==> src/rtl/frt_pkg.sv <==
package frt_pkg;

   typedef enum logic [1:0] {
      LD_NONE   = 2'd0,
      LD_HOST   = 2'd1,
      LD_PRESET = 2'd2
   } load_src_e;

   function automatic load_src_e pick_load(input logic host_wr, input logic preset_req);
      if (host_wr)
         return LD_HOST;
      else if (preset_req)
         return LD_PRESET;
      else
         return LD_NONE;
   endfunction

endpackage

==> src/rtl/frt_down_timer.sv <==
module frt_down_timer
   import frt_pkg::*;
#(
   parameter int W          = 8,
   parameter bit HAS_PRESET = 1'b0,
   parameter int PRESET     = 4
) (
   input  logic         clk,
   input  logic         rst_n,
   input  logic         tick,
   input  logic         host_wr,
   input  logic [W-1:0] host_data,
   input  logic         preset_req,
   output logic [W-1:0] value,
   output logic         nonzero
);

   localparam logic [W-1:0] PRESET_V = W'(PRESET);
   localparam logic [W-1:0] ONE_V    = W'(1);

   logic       preset_sel;
   load_src_e  src;
   logic [W-1:0] cnt_q;
   logic [W-1:0] cnt_d;

   generate
      if (HAS_PRESET) begin : g_preset
         assign preset_sel = preset_req;
      end else begin : g_nopreset
         logic unused_req;
         assign unused_req = preset_req;
         assign preset_sel = 1'b0;
      end
   endgenerate

   assign src = pick_load(host_wr, preset_sel);

   always_comb begin
      cnt_d = cnt_q;
      unique case (src)
         LD_HOST:   cnt_d = host_data;
         LD_PRESET: cnt_d = PRESET_V;
         default: begin
            if (tick && (cnt_q != '0))
               cnt_d = cnt_q - ONE_V;
         end
      endcase
   end

   always_ff @(posedge clk or negedge rst_n) begin
      if (!rst_n)
         cnt_q <= '0;
      else
         cnt_q <= cnt_d;
   end

   assign value   = cnt_q;
   assign nonzero = |cnt_q;

endmodule

==> src/rtl/frt_tone_gate.sv <==
module frt_tone_gate (
   input  logic clk,
   input  logic rst_n,
   input  logic tick,
   input  logic cnt_nonzero,
   output logic tone_en
);

   logic en_q;

   always_ff @(posedge clk or negedge rst_n) begin
      if (!rst_n)
         en_q <= 1'b0;
      else if (tick)
         en_q <= cnt_nonzero;
   end

   assign tone_en = en_q;

endmodule

==> src/rtl/frt_seed_counter.sv <==
module frt_seed_counter #(
   parameter int W    = 8,
   parameter int STEP = 1
) (
   input  logic         clk,
   input  logic         rst_n,
   input  logic         tick,
   output logic [W-1:0] seed
);

   localparam logic [W-1:0] STEP_V = W'(STEP);

   logic [W-1:0] seed_q;

   always_ff @(posedge clk or negedge rst_n) begin
      if (!rst_n)
         seed_q <= '0;
      else if (tick)
         seed_q <= seed_q + STEP_V;
   end

   assign seed = seed_q;

endmodule

==> src/rtl/frame_timers.sv <==
module frame_timers #(
   parameter int TW        = 8,
   parameter int SW        = 8,
   parameter int DBNC_LOAD = 4
) (
   input  logic          clk,
   input  logic          rst_n,
   input  logic          frame_tick,
   input  logic          gen_wr,
   input  logic [TW-1:0] gen_wdata,
   input  logic          tone_wr,
   input  logic [TW-1:0] tone_wdata,
   input  logic          dbnc_req,
   output logic [TW-1:0] gen_count,
   output logic [TW-1:0] tone_count,
   output logic [SW-1:0] seed,
   output logic          tone_en,
   output logic          dbnc_done
);

   localparam int DBNC_MAX = (1 << TW) - 1;

   generate
      if (TW < 2) begin : g_bad_tw
         $error("frame_timers: TW must be at least 2");
      end
      if (SW < 1) begin : g_bad_sw
         $error("frame_timers: SW must be at least 1");
      end
      if (DBNC_LOAD < 1 || DBNC_LOAD > DBNC_MAX) begin : g_bad_load
         $error("frame_timers: DBNC_LOAD must fit in TW bits and be nonzero");
      end
   endgenerate

   logic gen_nz;
   logic tone_nz;

   frt_down_timer #(
      .W(TW), .HAS_PRESET(1'b0), .PRESET(1)
   ) u_gen (
      .clk        (clk),
      .rst_n      (rst_n),
      .tick       (frame_tick),
      .host_wr    (gen_wr),
      .host_data  (gen_wdata),
      .preset_req (1'b0),
      .value      (gen_count),
      .nonzero    (gen_nz)
   );

   frt_down_timer #(
      .W(TW), .HAS_PRESET(1'b1), .PRESET(DBNC_LOAD)
   ) u_tone (
      .clk        (clk),
      .rst_n      (rst_n),
      .tick       (frame_tick),
      .host_wr    (tone_wr),
      .host_data  (tone_wdata),
      .preset_req (dbnc_req),
      .value      (tone_count),
      .nonzero    (tone_nz)
   );

   frt_tone_gate u_gate (
      .clk         (clk),
      .rst_n       (rst_n),
      .tick        (frame_tick),
      .cnt_nonzero (tone_nz),
      .tone_en     (tone_en)
   );

   frt_seed_counter #(
      .W(SW), .STEP(1)
   ) u_seed (
      .clk   (clk),
      .rst_n (rst_n),
      .tick  (frame_tick),
      .seed  (seed)
   );

   logic unused_gen_nz;
   assign unused_gen_nz = gen_nz;
   assign dbnc_done     = ~tone_nz;

endmodule

==> config.mk <==
export PLATFORM = sky130hd
export DESIGN_NAME = frame_timers
export DESIGN_NICKNAME = d
export VERILOG_FILES = /design/src/rtl/frt_pkg.sv /design/src/rtl/frt_down_timer.sv /design/src/rtl/frt_tone_gate.sv /design/src/rtl/frt_seed_counter.sv /design/src/rtl/frame_timers.sv
export SDC_FILE = /design/constraint.sdc
export NUM_CORES = 1
export LEC_CHECK = 0
export ABC_AREA = 0
export CAP_MARGIN = 20
export CORE_ASPECT_RATIO = 1.75
export CORE_MARGIN = 5
export CORE_UTILIZATION = 49
export DETAILED_ROUTE_END_ITERATION = 8
export HOLD_SLACK_MARGIN = 0.1
export PLACE_DENSITY = 0.83
export SETUP_SLACK_MARGIN = 0.3
export SYNTH_ARGS = -nofsm -noshare
export SYNTH_HDL_FRONTEND = slang
export SYNTH_HIERARCHICAL = 1
export SYNTH_SLANG_ARGS = --single-unit
==> constraint.sdc <==
create_clock -name clk -period 4.15 [get_ports clk]
set_input_delay 0.83 -clock clk [delete_from_list [all_inputs] [get_ports clk]]
set_output_delay 0.83 -clock clk [all_outputs]
set_load 0.01 [all_outputs]
==> metrics.csv <==
stage,metric,value,unit
critical_path,critical-path-max-stage-delay,0.53,ns
timing,setup_tns,0,ns
route,post_drt_wl_per_cell,16.95,µm
pwr,peakVddDrop,0.0002786,V
pwr,power_density,390.6,mW/mm²
job,cap_violations,0,
pwr,power.total,794.2,µW
timing,fin_crit,3.046,ns
place,post_dp_cell_area,0.001984,mm²
timing,finalCritPeriodShare,0.7339,
clock_network,postCtsSetupBuffers,0,
floorplanning,start_util,0.5060,
place,port_buffers,47,
clock_network,numCtsBuffers,3,
yosys,syn_area,0.001481,mm²
route,antenna_left,0,
timing,slew_headroom,0.4644,
floorplanning,rows,26,
critical_path,worstPathCellList,inv_1 > ha_1 > nor4b_4 > nand2_4 > inv_1 > clkdlybuf4s50_1,
cells_and_area,drive_above_1_share,0.08500,
route,vias,1386,
run_status,status,finished clean,
min_path,min_path_type,reg2reg,
cells_and_area,design_area,0.002033,mm²
yosys,syn_avg_cell_area,9.682,µm²
cells_and_area,layout_commonest_cell,clkdlybuf4s50_1,
pwr,swShare,0.3417,
timing,fin_worst_skew,0.003997,ns
clock_network,cts_tree,done,
critical_path,cp_max_fo,6,
cells_and_area,final_cell_mix,"47 x clkdlybuf4s50_1, 25 x dfrtp_1, 18 x nand2_1, 13 x nor2_1, 9 x inv_1",
cells_and_area,final_nets,227,
timing,finalHoldViolations,0,
floorplanning,die_y,82.74,µm
clock_network,clock_latency,0.27,ns
critical_path,start_kind,flip-flop,
timing,worst_pin_slew,0.8009,ns
floorplanning,die_w,51.57,µm
pwr,switchingPower,271.4,µW
timing,whs,0.4702,ns
floorplanning,core_area,0.002928,mm²
critical_path,cp.required,3.32,ns
route,drc,0,
global_route,grt_max_degree,23,
clock_network,cts_resized,0,
yosys,syn_inst,153,
critical_path,arrival,2.22,ns
route,drt_iter0_markers,30,
timing,rsz0062_at_grt,no,
place,gp_congestion,0.8802,
pwr,seqPwrFrac,0.460,
route,drt_pre_antenna_iters,5,
floorplanning,ioPinCount,48,
clock_network,htreeDepth,1,
global_route,grt_usage,0.1943,
clock_network,cts_sinks,25,
timing,slew_violations,0,
clock_network,cts_buffer_depth,2,
cells_and_area,area_delta_synth_final,37.25,%
clock_network,hold_buffers,0,
floorplanning,design.die.area,0.004266,mm²
global_route,grt_pass1_vias,1456,
pwr,clkPwrFrac,0.185,
yosys,syn-num-nets,179,
critical_path,crit_type,reg2out,
global_route,grt_pass1_wl,6.368,mm
pwr,combinationalPowerShare,0.355,
clock_network,path_clk_slew,0.09,ns
global_route,antenna_found_initial,0,
yosys,yosysWarningCount,6,
pwr,p_int,522.8,µW
timing,setup_viol,0,
route,avgViaCountPerCell,6.079,
timing,fmax,0.3283,GHz
cells_and_area,n_antenna_cell,0,
route,drt-total-wl,3.865,mm
clock_network,clock_tree.root_cell,clkbuf_8,
pwr,p_leak,0.0008349,µW
place,place_hpwl,3.073,mm
critical_path,crit_top_cell,inv_1,
critical_path,slowest_stage,clkdlybuf4s50_1,
critical_path,end_kind,output pin,
global_route,grt.overflow.total,0,
[routing by layer]
layer,track usage,share of wire,vias to the layer above
li1,-,-,654
met1,0.2018,0.38,680
met2,0.3750,0.56,48
met3,0.01975,0.047,4
met4,0.09711,0.016,0
met5,0,0,-
[worst max-delay path, delay by kind of cell, from the launching register on]
family,cells,cell delay (ns)
flops,1,0.45
buf+inv,3,0.73
simple gates,2,0.56
fa+ha+maj,1,0.22
[state kept, by name (all words and copies together) (netlist names)]
register        cells
u_gate/tone_en      1
u_gen/value         8
u_seed/seed         8
u_tone/value        8
[cell type report]
cell class	count	area (µm²)
clock buffer	3	41.29
clock inverter	1	7.507
fill	237	894.6
inverter	10	37.54
multi-input combinational	113	788.3
sequential	25	625.6
tap	28	35.03
timing repair buffer	48	498.0
[power by group through the flow]
stage               clock, µW  combinational (µW)  sequential (µW)
finish                    147                 282              366
global placement            0                 269              366
global route              158                 304              377
detailed placement          0                 285              370
floorplan                   0                 113              377
CTS                       151                 286              366
[metrics by stage]
| stage | setup slack, ns | util | instances |
|---|---|---|---|
| finish | 1.104 | 0.6944 | 228 |
| global route | 0.9789 | 0.6944 | 228 |
| CTS | 1.086 | 0.6944 | 228 |
| detailed placement | 1.292 | 0.6778 | 224 |
| global placement | 1.358 | 0.6684 | 223 |
| floorplan | 2.074 | - | 153 |
[final timing paths]
path                                 start         endpoint  slack, ns  depth (start not counted)
max in group asynchronous            rst_n  u_tone/value[0]       2.75                          2
min reg2reg                 u_seed/seed[7]   u_seed/seed[7]       0.47                          1
max reg2reg                u_tone/value[0]  u_tone/value[2]       2.29                          6
max                        u_tone/value[0]        dbnc_done       1.10                          6
min in group asynchronous            rst_n  u_tone/value[6]       0.92                          1
min                         u_seed/seed[7]   u_seed/seed[7]       0.47                          1
No activity file was read; power rests on OpenSTA's default activity.
